<file path="src/rtl/cfg_hdr_pkg.sv">
package cfg_hdr_pkg;

    localparam int DW_ADDR_W   = 6;
    localparam int DATA_W      = 32;
    localparam int LANES       = DATA_W / 8;
    localparam int NUM_BARS    = 6;
    localparam int BAR_LOG2_W  = 5;
    localparam int BAR_BASE_DW = 4;

    localparam logic [DW_ADDR_W-1:0] DW_IDENT   = 6'd0;
    localparam logic [DW_ADDR_W-1:0] DW_CMDSTAT = 6'd1;
    localparam logic [DW_ADDR_W-1:0] DW_CLASS   = 6'd2;
    localparam logic [DW_ADDR_W-1:0] DW_MISC    = 6'd3;
    localparam logic [DW_ADDR_W-1:0] DW_SUBSYS  = 6'd11;
    localparam logic [DW_ADDR_W-1:0] DW_CAPPTR  = 6'd13;
    localparam logic [DW_ADDR_W-1:0] DW_INTR    = 6'd15;

    localparam logic [DATA_W-1:0] CMD_WMASK  = 32'h0000_0547;
    localparam logic [DATA_W-1:0] MISC_WMASK = 32'h0000_FFFF;
    localparam logic [DATA_W-1:0] INTR_WMASK = 32'h0000_00FF;

    typedef enum logic [1:0] {
        S_IDLE    = 2'd0,
        S_RD_RESP = 2'd1,
        S_WR_ACK  = 2'd2
    } acc_state_t;

    typedef struct packed {
        logic                 wr;
        logic [DW_ADDR_W-1:0] dw;
        logic [LANES-1:0]     be;
        logic [DATA_W-1:0]    data;
    } wr_cmd_t;

    function automatic logic [DATA_W-1:0] lane_merge(
        input logic [DATA_W-1:0] old_v,
        input logic [DATA_W-1:0] new_v,
        input logic [LANES-1:0]  be_v
    );
        logic [DATA_W-1:0] res;
        res = old_v;
        for (int i = 0; i < LANES; i++) begin
            if (be_v[i]) res[i*8 +: 8] = new_v[i*8 +: 8];
        end
        return res;
    endfunction

endpackage

</file>
<file path="src/rtl/cfg_access_fsm.sv">
module cfg_access_fsm
    import cfg_hdr_pkg::*;
(
    input  logic                 clk,
    input  logic                 rst_n,
    input  logic                 req,
    input  logic                 we,
    input  logic [DW_ADDR_W-1:0] addr,
    input  logic [LANES-1:0]     be,
    input  logic [DATA_W-1:0]    wdata,
    input  logic [DATA_W-1:0]    rd_mux,
    output wr_cmd_t              wr,
    output logic                 ack,
    output logic [DATA_W-1:0]    rdata
);

    acc_state_t        state_q, state_d;
    logic [DATA_W-1:0] rdata_q;

    always_ff @(posedge clk) begin
        if (!rst_n) state_q <= S_IDLE;
        else        state_q <= state_d;
    end

    always_comb begin
        state_d = state_q;
        unique case (state_q)
            S_IDLE:    if (req) state_d = we ? S_WR_ACK : S_RD_RESP;
            S_RD_RESP: state_d = S_IDLE;
            S_WR_ACK:  state_d = S_IDLE;
            default:   state_d = S_IDLE;
        endcase
    end

    always_ff @(posedge clk) begin
        if (!rst_n)                                rdata_q <= '0;
        else if (state_q == S_IDLE && req && !we)  rdata_q <= rd_mux;
    end

    always_comb begin
        wr    = '0;
        ack   = 1'b0;
        rdata = '0;
        unique case (state_q)
            S_IDLE: begin
                wr.wr   = req && we;
                wr.dw   = addr;
                wr.be   = be;
                wr.data = wdata;
            end
            S_RD_RESP: begin
                ack   = 1'b1;
                rdata = rdata_q;
            end
            S_WR_ACK: ack = 1'b1;
            default: ;
        endcase
    end

    p_accept_ack_r1: assert property (@(posedge clk) disable iff (!rst_n)
        (state_q == S_IDLE && req) |=> ack);

    p_ack_pulse_r1: assert property (@(posedge clk) disable iff (!rst_n)
        ack |=> !ack);

endmodule

</file>
<file path="src/rtl/cfg_masked_reg.sv">
module cfg_masked_reg
    import cfg_hdr_pkg::*;
#(
    parameter logic [DW_ADDR_W-1:0] DW_INDEX = '0,
    parameter logic [DATA_W-1:0]    WMASK    = '0
) (
    input  logic              clk,
    input  logic              rst_n,
    input  wr_cmd_t           wr,
    output logic [DATA_W-1:0] q
);

    logic              hit;
    logic [DATA_W-1:0] merged;

    always_comb begin
        hit    = wr.wr && (wr.dw == DW_INDEX);
        merged = lane_merge(q, wr.data, wr.be) & WMASK;
    end

    always_ff @(posedge clk) begin
        if (!rst_n)   q <= '0;
        else if (hit) q <= merged;
    end

    p_hold_r6: assert property (@(posedge clk) disable iff (!rst_n)
        !(wr.wr && wr.dw == DW_INDEX) |=> $stable(q));

endmodule

</file>
<file path="src/rtl/cfg_bar_bank.sv">
module cfg_bar_bank
    import cfg_hdr_pkg::*;
#(
    parameter logic [NUM_BARS*BAR_LOG2_W-1:0] BAR_LOG2 = '0
) (
    input  logic                       clk,
    input  logic                       rst_n,
    input  wr_cmd_t                    wr,
    output logic [NUM_BARS*DATA_W-1:0] bar_rd
);

    for (genvar k = 0; k < NUM_BARS; k++) begin : g_bar
        localparam int L = int'(BAR_LOG2[k*BAR_LOG2_W +: BAR_LOG2_W]);
        localparam logic [DW_ADDR_W-1:0] IDX = DW_ADDR_W'(BAR_BASE_DW + k);
        if (L == 0) begin : g_absent
            assign bar_rd[k*DATA_W +: DATA_W] = '0;
        end else begin : g_present
            localparam logic [DATA_W-1:0] BMASK =
                ~((32'h1 << L) - 32'h1) & 32'hFFFF_FFF0;
            logic [DATA_W-1:0] bar_q;
            cfg_masked_reg #(.DW_INDEX(IDX), .WMASK(BMASK)) u_bar (
                .clk  (clk),
                .rst_n(rst_n),
                .wr   (wr),
                .q    (bar_q)
            );
            assign bar_rd[k*DATA_W +: DATA_W] = bar_q;

            p_bar_attr_r7: assert property (@(posedge clk) disable iff (!rst_n)
                (bar_q & ~BMASK) == '0);
        end
    end

endmodule

</file>
<file path="src/rtl/cfg_hdr_space.sv">
module cfg_hdr_space
    import cfg_hdr_pkg::*;
#(
    parameter logic [15:0] VENDOR_ID        = 16'h1AB7,
    parameter logic [15:0] DEVICE_ID        = 16'h4C21,
    parameter logic [7:0]  REVISION_ID      = 8'h03,
    parameter logic [23:0] CLASS_CODE       = 24'h020000,
    parameter logic [15:0] SUBSYS_VENDOR_ID = 16'h1AB7,
    parameter logic [15:0] SUBSYS_ID        = 16'h0101,
    parameter logic        MULTI_FUNC       = 1'b1,
    parameter logic [7:0]  INT_PIN          = 8'h01,
    parameter logic [7:0]  MIN_GNT          = 8'h04,
    parameter logic [7:0]  MAX_LAT          = 8'h18,
    parameter logic [7:0]  CAP_PTR          = 8'h40,
    parameter logic [29:0] BAR_LOG2         = {5'd4, 5'd0, 5'd20, 5'd0, 5'd8, 5'd12}
) (
    input  logic        clk,
    input  logic        rst_n,
    input  logic        req,
    input  logic        we,
    input  logic [5:0]  addr,
    input  logic [3:0]  be,
    input  logic [31:0] wdata,
    output logic        ack,
    output logic [31:0] rdata
);

    localparam logic [15:0] STATUS_RO = (CAP_PTR != 8'h00) ? 16'h0010 : 16'h0000;
    localparam logic [7:0]  HDR_TYPE  = {MULTI_FUNC, 7'h00};

    wr_cmd_t                    wr;
    logic [DATA_W-1:0]          rd_mux;
    logic [DATA_W-1:0]          cmd_q, misc_q, intr_q;
    logic [NUM_BARS*DATA_W-1:0] bar_rd;

    cfg_access_fsm u_fsm (
        .clk   (clk),
        .rst_n (rst_n),
        .req   (req),
        .we    (we),
        .addr  (addr),
        .be    (be),
        .wdata (wdata),
        .rd_mux(rd_mux),
        .wr    (wr),
        .ack   (ack),
        .rdata (rdata)
    );

    cfg_masked_reg #(.DW_INDEX(DW_CMDSTAT), .WMASK(CMD_WMASK)) u_cmd (
        .clk(clk), .rst_n(rst_n), .wr(wr), .q(cmd_q)
    );

    cfg_masked_reg #(.DW_INDEX(DW_MISC), .WMASK(MISC_WMASK)) u_misc (
        .clk(clk), .rst_n(rst_n), .wr(wr), .q(misc_q)
    );

    cfg_masked_reg #(.DW_INDEX(DW_INTR), .WMASK(INTR_WMASK)) u_intr (
        .clk(clk), .rst_n(rst_n), .wr(wr), .q(intr_q)
    );

    cfg_bar_bank #(.BAR_LOG2(BAR_LOG2)) u_bars (
        .clk   (clk),
        .rst_n (rst_n),
        .wr    (wr),
        .bar_rd(bar_rd)
    );

    always_comb begin
        rd_mux = '0;
        case (addr)
            DW_IDENT:   rd_mux = {DEVICE_ID, VENDOR_ID};
            DW_CMDSTAT: rd_mux = {STATUS_RO, 16'h0000} | cmd_q;
            DW_CLASS:   rd_mux = {CLASS_CODE, REVISION_ID};
            DW_MISC:    rd_mux = {8'h00, HDR_TYPE, 16'h0000} | misc_q;
            DW_SUBSYS:  rd_mux = {SUBSYS_ID, SUBSYS_VENDOR_ID};
            DW_CAPPTR:  rd_mux = {24'h0, CAP_PTR};
            DW_INTR:    rd_mux = {MAX_LAT, MIN_GNT, INT_PIN, 8'h00} | intr_q;
            default:    rd_mux = '0;
        endcase
        for (int k = 0; k < NUM_BARS; k++) begin
            if (addr == DW_ADDR_W'(BAR_BASE_DW + k)) rd_mux = bar_rd[k*DATA_W +: DATA_W];
        end
    end

    p_rdata_quiet_r2: assert property (@(posedge clk) disable iff (!rst_n)
        !ack |-> (rdata == '0));

    p_no_write_busy_r1: assert property (@(posedge clk) disable iff (!rst_n)
        ack |-> !wr.wr);

endmodule

</file>
<file path="config.mk">
export PLATFORM = sky130hd
export DESIGN_NAME = cfg_hdr_space
export DESIGN_NICKNAME = d
export VERILOG_FILES = /design/src/rtl/cfg_hdr_pkg.sv /design/src/rtl/cfg_access_fsm.sv /design/src/rtl/cfg_masked_reg.sv /design/src/rtl/cfg_bar_bank.sv /design/src/rtl/cfg_hdr_space.sv
export SDC_FILE = /design/constraint.sdc
export NUM_CORES = 1
export LEC_CHECK = 0
export ABC_AREA = 1
export BUFFER_PORTS_ARGS = -buffer_cell sky130_fd_sc_hd__buf_2
export CORE_ASPECT_RATIO = 0.75
export CORE_MARGIN = 5
export CORE_UTILIZATION = 50
export CTS_BUF_LIST = sky130_fd_sc_hd__clkbuf_4
export CTS_CLUSTER_SIZE = 10
export DETAILED_ROUTE_END_ITERATION = 7
export GPL_ROUTABILITY_DRIVEN = 0
export MAX_ROUTING_LAYER = met4
export PLACE_DENSITY = 0.82
export SLEW_MARGIN = 20
export SYNTH_ARGS = -nofsm -noshare
export SYNTH_HDL_FRONTEND = slang
export SYNTH_HIERARCHICAL = 1
export SYNTH_SLANG_ARGS = --single-unit
</file>
<file path="constraint.sdc">
create_clock -name clk -period 1.8 [get_ports clk]
set_input_delay 0 -clock clk [delete_from_list [all_inputs] [get_ports clk]]
set_output_delay 0 -clock clk [all_outputs]
set_load 0.1 [all_outputs]
</file>
# [Word level (Yosys, flattened, before mapping)]
# Cells that the tools add are included.
[totals] register_bits=148 output_inout_bits=33
[classes] eq_ne=21 mux=11 n_reduce_logical=32
[op_table] operator="two-way mux 32 bit" count=7
[op_table] operator="case mux 31 bit (7 select lines)" count=1
[op_table] operator="two-way mux 43 bit" count=1
[op_table] operator="equality test 6 x 3 -> 1 bit, second input constant" count=7
[op_table] operator="equality test 6 x 4 -> 1 bit, second input constant" count=7
[op_table] operator="AND reduction 2 bit" count=18
[op_table] operator="equality test 6 x 2 -> 1 bit, second input constant" count=3
[op_table] operator="equality test 6 x 1 -> 1 bit, second input constant" count=2
[op_table] operator="logical AND 1 bit" count=10
[op_table] operator="zero test 6 bit" count=1
[op_table] operator="equality test 2 x 1 -> 1 bit, second input constant" count=1
[op_table] operator="equality test 2 bit, second input constant" count=1
[op_table] operator="zero test 2 bit" count=1
[op_table] operator="two-way mux 2 bit" count=1
[op_table] operator="OR reduction 2 bit" count=1
[op_table] operator="zero test 1 bit" count=1
[op_table] operator="two-way mux 1 bit" count=1

# [Logic depth before layout (Yosys ltp)]
# Gate-level depths: netlist of the first run.
[depth] ltp_word=8 ltp_mapped=14 ltp_nobuf=14

# [By module]
# The synthesis of the first run kept the hierarchy.
[modules_own_cells] module="cfg_hdr_space" instances=1 cells_each=587 area_per_inst_um2=2512.4 seq_area_each_um2=0.0
[modules_own_cells] module="cfg_access_fsm" instances=1 cells_each=375 area_per_inst_um2=2040.7 seq_area_each_um2=680.7
[modules_own_cells] module="cfg_masked_reg at u_bars.g_bar[5].g_present.u_bar" instances=1 cells_each=255 area_per_inst_um2=1574.0 seq_area_each_um2=560.5
[modules_own_cells] module="cfg_masked_reg at u_bars.g_bar[1].g_present.u_bar" instances=1 cells_each=223 area_per_inst_um2=1421.4 seq_area_each_um2=480.5
[modules_own_cells] module="cfg_masked_reg at u_misc" instances=1 cells_each=161 area_per_inst_um2=1051.0 seq_area_each_um2=320.3
[modules_own_cells] module="cfg_masked_reg at u_bars.g_bar[0].g_present.u_bar" instances=1 cells_each=150 area_per_inst_um2=1018.5 seq_area_each_um2=400.4
[modules_own_cells] module="cfg_masked_reg at u_bars.g_bar[3].g_present.u_bar" instances=1 cells_each=134 area_per_inst_um2=858.3 seq_area_each_um2=240.2
[modules_own_cells] module="cfg_masked_reg at u_intr" instances=1 cells_each=88 area_per_inst_um2=601.8 seq_area_each_um2=160.2
[modules_own_cells] module="cfg_masked_reg at u_cmd" instances=1 cells_each=86 area_per_inst_um2=570.5 seq_area_each_um2=120.1
[modules_own_cells] module="cfg_bar_bank" instances=1 cells_each=65 area_per_inst_um2=484.2 seq_area_each_um2=0.0

# [Least setup slack after synthesis of the first run]
# OpenSTA, ideal clock, no wires.
[synth_timing] path_kind="register to register" start="reg u_fsm.state_q[1]" end="reg u_bars.g_bar[5].g_present.u_bar.q[10]" setup_ns=0.110 arrival_ns=1.853 slack_ns=-0.163 path_stages_with_launch=14 n_path_buf=4 period_less_slack_ns=1.963 path_cell_list="dfxtp_1 > inv_1 > ha_1 > clkbuf_1 > buf_2 > nand2_1 > inv_1 > nand2_2 > nor2_4 > buf_6 > buf_6 > nand4_1 > nand2_1 > nor2_1"
[synth_lines] element="start: declaration" line="cfg_access_fsm.sv:17" source="acc_state_t state_q, state_d;"
[synth_lines] element="start signal: assignment" line="cfg_access_fsm.sv:22" source="else state_q <= state_d;"
[synth_lines] element="end signal: assignment" line="cfg_masked_reg.sv:23" source="else if (hit) q <= merged;"
[synth_lines] element="end: declaration" line="cfg_masked_reg.sv:10" source="output logic [DATA_W-1:0] q"

==> results of run 1 <==
-- layout make-up --
type / instances / area [sq um] / area share, %
Tap cell: 306 / 383 / 2.69
Antenna cell: 1 / 2.50 / 0.0176
Inverter: 486 / 1850 / 13.0
Sequential cell: 148 / 2970 / 20.8
Clock inverter: 11 / 130 / 0.913
Clock buffer: 20 / 150 / 1.05
Multi-Input combinational cell: 1391 / 6320 / 44.3
Timing Repair Buffer: 210 / 2460 / 17.2
-- power by group --
part,leakage [uW],switching (uW),internal (uW)
Sequential,0.00120,33.4,3340
Clock,0.000144,1340,871
Combinational,0.00615,1260,682
Total,0.00749,2630,4890
-- how the worst max path moves through the flow --
stage,endpoint,slack (ns),cells past startpoint,startpoint
3_3_place_gp,u_misc/q[12],-0.03,10,u_fsm/state_q[1]
6_report,u_bars/g_bar[5].g_present.u_bar/q[25],-0.02,11,u_fsm/state_q[0]
5_1_grt,u_cmd/q[10],-0.09,12,u_fsm/state_q[0]
3_5_place_dp,u_bars/g_bar[5].g_present.u_bar/q[28],-0.14,10,u_fsm/state_q[1]
2_1_floorplan,u_bars/g_bar[5].g_present.u_bar/q[10],0.005,14,u_fsm/state_q[0]
4_1_cts,rdata[4],-0.02,6,u_fsm/state_q[1]
-- routing by layer --
layer	vias to the layer above	routed length, microns	global-route usage [%]
li1	6136	-	-
met1	5517	14000	29.1
met2	607	16800	42.1
met3	146	3310	5.47
met4	0	1730	10.7
met5	-	0	-
-- worst reg2reg max path: stages, from the launching register on --
cell and delay, ns:
dfxtp_4 0.39, inv_4 0.07, ha_4 0.24, nand2_2 0.10
inv_4 0.09, inv_1 0.08, nor2_4 0.18, buf_12 0.16
buf_6 0.14, nand4_1 0.12, nand2_1 0.11, nor2_1 0.05
-- through the flow --
step	cells	cell area, sq um	hold slack (ns)	power, uW
2_1_floorplan	2278	12700	0.121	4790
3_3_place_gp	2462	12800	0.425	4940
3_5_place_dp	2462	12800	0.453	4970
4_1_cts	2544	13600	0.0200	7250
5_1_grt	2572	14300	0.0646	7840
6_report	2573	14300	0.0539	7520
-- registers in the layout, summed over array words and instances, names as in the netlist --
| signal | flops |
|---|---|
| u_bars/g_bar.g_present.u_bar/q | 84 |
| u_fsm/rdata_q | 32 |
| u_fsm/state_q | 2 |
| u_cmd/q | 6 |
| u_intr/q | 8 |
| u_misc/q | 16 |
-- cell usage in the layout (no fill, tap or decap), drive strengths merged --
cell	instances
dlygate4sd3	39
nor3	1
nand4	110
o21ai	6
a21oi	37
nor2	300
clkinv	5
inv	487
o21a	1
ha	3
nand3	111
clkinvlp	3
or2	9
bufinv	2
diode	1
dfxtp	148
conb	168
clkbuf	27
buf	164
nand2	645
-- repair_timing --
action,CTS,global route
cloned,1,9
endpoints found under the hold margin,118,0
setup buffers,11,19
hold buffers,39,0
pin swaps,3,29
endpoints found under the setup margin,144,146
resized for setup,27,95
==> impl_metrics.py, run 1 <==
metrics = {
    "job": {
        "drv_cap": 0,
    },
    "global_route": {
        "gr-usage-all-layers_pct": 25.0,
        "grt_antenna_before_repair": 0,
        "grt_max_degree": 65,
        "grt_pass1_wl_microns": 54500,
        "grt_pass1_vias": 11400,
        "overflow": 0,
    },
    "worst_setup_path": {
        "regToRegSetupSlack_ns": -0.02,
        "cp-end-kind": "register",
        "cp_top_family": "simple AND/OR/NAND/NOR gates",
        "crit_type": "register to register",
        "r2r.worst_path.cells": 11,
        "cp_num_buf_inv": 5,
        "r2r_end": "u_bars/g_bar[5].g_present.u_bar/q[25]",
        "critPathArrivalTime_ns": 2.32,
        "critPathMaxStageDelay_ns": 0.39,
        "cp.required_ns": 2.30,
        "cp-start-kind": "register",
        "regToRegStartpoint": "u_fsm/state_q[0]",
        "crit_chain": "inv_4 > ha_4 > nand2_2 > inv_4 > inv_1 > nor2_4 > buf_12 > buf_6 > nand4_1 > nand2_1 > nor2_1",
        "critPathMaxFanout": 8,
        "critPathMostFrequentCell": "inv_4",
        "slowest_stage": "dfxtp_4",
    },
    "timing": {
        "final_max_slew_viol_count": 0,
        "rsz0062_at_grt": "true",
        "fin_crit_ns": 1.82,
        "worst_slack_ns": -0.0230,
        "setup_tns_ns": -0.0436,
        "fmaxAchievable_mhz": 549,
        "setup_viol": 4,
        "min_period_over_period_pct": 101,
        "hold_viol_final": 0,
        "worst_slew_pin_slew_ns": 0.561,
        "fin_worst_skew_ns": 0.0253,
        "relSlewSlack_pct": 62.5,
    },
    "layout": {
        "syn2layout_area_growth_pct": 17.9,
        "fillers": 2086,
        "drive_gt1_share_pct": 17.0,
        "final_nets": 2303,
        "fin_util_pct": 59.6,
    },
    "route": {
        "drt-pass1-iter-count": 6,
        "wl_per_cell_microns": 13.9,
        "postRouteAntennaNets": 0,
        "routed_wl_microns": 35800,
        "drt_iter0_drc": 1491,
        "route.vias.total": 12400,
        "viasPerCell": 4.82,
        "drc": 0,
    },
    "hold_path": {
        "hp-class": "input pin to register",
        "holdPathEnd": "u_bars/g_bar[0].g_present.u_bar/q[19]",
        "min-delay-start": "be[2]",
        "hold_depth": 7,
    },
    "pwr": {
        "ir_drop_v": 0.000547,
        "power_density_nw_per_um2": 527,
        "p_leak_uw": 0.00749,
    },
    "floorplanning": {
        "die_area_sq_um": 27400,
        "fp.dieH_microns": 145,
        "die_w_microns": 190,
        "rows": 49,
        "pin_count": 79,
        "start_util_pct": 50.6,
        "core-area_sq_um": 23900,
    },
    "clock_network": {
        "root_buffer": "clkbuf_4",
        "cts.sinks": 148,
        "htree_levels": 4,
        "cts_tree": "done",
        "cts_buffer_depth": 2,
        "cts-buffers-inserted": 17,
        "clk_latency_ns": 0.60,
        "cts.clk_slew.worst_paths_ns": 0.15,
    },
    "logic_synthesis": {
        "synth.cell_area_sq_um": 12100,
        "syn_inst": 2118,
        "yosysWarnings": 6,
        "syn_avg_cell_area_sq_um": 5.71,
    },
    "status": {
        "violations": "setup timing",
        "status": "finished with violations",
    },
    "place": {
        "dp_hpwl_microns": 22900,
        "io_buffers": 78,
        "dp_slack_ns": -0.140,
    },
}
Power figures use the tool's default switching activity.
==> run 2, diff against run 1 <==
--- a/config.mk
+++ b/config.mk
@@ -8,7 +8,6 @@
 export ABC_AREA = 1
 export BUFFER_PORTS_ARGS = -buffer_cell sky130_fd_sc_hd__buf_2
 export CORE_ASPECT_RATIO = 0.75
-export CORE_MARGIN = 5
 export CORE_UTILIZATION = 50
 export CTS_BUF_LIST = sky130_fd_sc_hd__clkbuf_4
 export CTS_CLUSTER_SIZE = 10
==> impl_metrics.py, run 2 (same netlist as run 1, synthesis figures left out) <==
metrics = {
    "hold_path": {
        "hp-class": "input pin to register",
        "holdPathEnd": "u_intr/q[5]",
        "min-delay-start": "addr[3]",
        "hold_depth": 7,
    },
    "timing": {
        "relSlewSlack_pct": 56.9,
        "final_max_slew_viol_count": 0,
        "rsz0062_at_grt": "true",
        "setup_viol": 3,
        "setup_tns_ns": -0.0317,
        "fin_crit_ns": 1.81,
        "hold_viol_final": 0,
        "fin_worst_skew_ns": 0.0208,
        "fmaxAchievable_mhz": 551,
        "min_period_over_period_pct": 101,
        "hold_ws_ns": 0.104,
        "worst_slew_pin_slew_ns": 0.646,
        "worst_slack_ns": -0.0134,
    },
    "floorplanning": {
        "rows": 48,
        "core-area_sq_um": 23400,
        "die_w_microns": 182,
        "fp.dieH_microns": 137,
        "start_util_pct": 51.7,
        "die_area_sq_um": 24800,
        "pin_count": 79,
    },
    "worst_setup_path": {
        "r2r.worst_path.cells": 10,
        "regToRegSetupSlack_ns": -0.01,
        "regToRegStartpoint": "u_fsm/state_q[0]",
        "cp.required_ns": 2.31,
        "cp-start-kind": "register",
        "critPathMaxFanout": 8,
        "cp-end-kind": "register",
        "crit_type": "register to register",
        "critPathArrivalTime_ns": 2.32,
        "r2r_end": "u_misc/q[3]",
    },
    "clock_network": {
        "cts.sinks": 148,
        "cts-buffers-inserted": 17,
        "cts_tree": "done",
        "cts_buffer_depth": 2,
        "root_buffer": "clkbuf_4",
        "clk_latency_ns": 0.60,
        "cts.clk_slew.worst_paths_ns": 0.14,
        "htree_levels": 4,
    },
    "layout": {
        "fillers": 2055,
        "stdcell_area_sq_um": 14100,
        "final_common_cell": "nand2_1",
        "fin_util_pct": 60.2,
        "drive_gt1_share_pct": 15.6,
        "multi_input_area_sq_um": 6260,
        "regArea_sq_um": 2970,
        "regMostFlops": "u_bars/g_bar.g_present.u_bar/q",
        "syn2layout_area_growth_pct": 16.3,
        "reg_top3": "u_bars/g_bar.g_present.u_bar/q: 84 flops, u_fsm/rdata_q: 32 flops, u_misc/q: 16 flops",
        "final_nets": 2298,
        "layout_common_cells": "nand2_1, inv_1, nor2_1, conb_1, dfxtp_1",
        "largest_register_ff_count": 84,
    },
    "job": {
        "drv_cap": 0,
    },
    "global_route": {
        "overflow": 0,
        "met2_usage_pct": 44.9,
        "grt_pass1_wl_microns": 52200,
        "grt_use_met1_pct": 32.3,
        "grt_max_degree": 148,
        "busiest_layer": "met2",
        "gr-usage-all-layers_pct": 27.4,
        "grt_pass1_vias": 11000,
        "grtUsageMet3_pct": 5.69,
        "grt_antenna_before_repair": 1,
    },
    "pwr": {
        "clkPwrFrac_pct": 29.4,
        "power.share.combinational_pct": 24.8,
        "intPower_uw": 4680,
        "p_switching_uw": 2680,
        "ir_drop_v": 0.000463,
        "p_leak_uw": 0.00743,
        "power_switching_share_pct": 36.4,
        "power_density_nw_per_um2": 524,
        "power_frac_seq_pct": 45.8,
    },
    "status": {
        "status": "finished with violations",
        "violations": "setup timing",
    },
    "route": {
        "drt-pass1-iter-count": 5,
        "routed_wl_microns": 33800,
        "viasPerCell": 4.78,
        "postRouteAntennaNets": 0,
        "drc": 0,
        "wl_per_cell_microns": 13.2,
        "route.vias.total": 12300,
        "drt_iter0_drc": 1100,
    },
    "place": {
        "dp_hpwl_microns": 22400,
        "io_buffers": 78,
        "placed_area_sq_um": 12800,
        "dp_slack_ns": -0.114,
    },
}
-- run 2: cell count changes in the layout (fill, tap and decap cells not counted), sizes merged, moves of 2 or more --
cell      before  now
clkbuf        27   22
inv          487  493
clkinvlp       3    1
buf          164  159
-- run 2: timing repair --
item	CTS	global route
cloned	4	5
gates resized for setup	26	54
endpoints found under the setup margin	147	133
pin swaps	5	17
hold endpoints to repair	139	0
hold buffers	40	0
setup buffers	11	9
-- run 2: cell type report --
type | count | area share, %
Sequential cell | 148 | 21.1
Clock buffer | 17 | 0.908
Tap cell | 300 | 2.67
Inverter | 486 | 13.0
Antenna cell | 1 | 0.0178
Clock inverter | 15 | 1.03
Multi-Input combinational cell | 1392 | 44.5
Timing Repair Buffer | 204 | 16.7
-- run 2: per-layer routing --
| metal | wire (microns) | vias to the layer above |
|---|---|---|
| met3 | 3440 | 114 |
| met1 | 13500 | 5384 |
| met5 | 0 | - |
| met2 | 15400 | 632 |
| met4 | 1470 | 0 |
| li1 | - | 6129 |
-- run 2: through the flow --
step / std cells / power (uW)
finish: 2563 / 7360
global route: 2563 / 7700
CTS: 2548 / 7260
detailed placement: 2461 / 4990
global placement: 2461 / 4950
floorplan: 2278 / 4790
-- run 2: worst max path at each step --
stage / from / end / slack, ns
floorplan: u_fsm/state_q[0] / u_bars/g_bar[5].g_present.u_bar/q[10] / 0.005
global placement: u_fsm/state_q[1] / u_misc/q[0] / -0.01
detailed placement: u_fsm/state_q[1] / u_bars/g_bar[5].g_present.u_bar/q[16] / -0.11
CTS: u_fsm/state_q[1] / rdata[10] / -0.03
global route: u_fsm/state_q[0] / u_bars/g_bar[0].g_present.u_bar/q[31] / -0.1
finish: u_fsm/state_q[0] / u_misc/q[3] / -0.01
-- run 2: power groups by stage --
stage / clock network [uW] / logic [uW] / registers [uW]
floorplan: 0 / 1360 / 3430
global placement: 0 / 1510 / 3440
detailed placement: 0 / 1550 / 3440
CTS: 2190 / 1690 / 3370
global route: 2340 / 1970 / 3380
finish: 2160 / 1830 / 3370
-- run 2: worst max-delay path, cell delays in order (launching register included) --
cell and delay, ns:
dfxtp_4 0.39, inv_4 0.07, ha_4 0.19, nand2_1 0.09, inv_2 0.12, nand2_2 0.16, nor2_4 0.26, buf_4 0.16
nand4_1 0.12, nand2_1 0.11, nor2_1 0.05
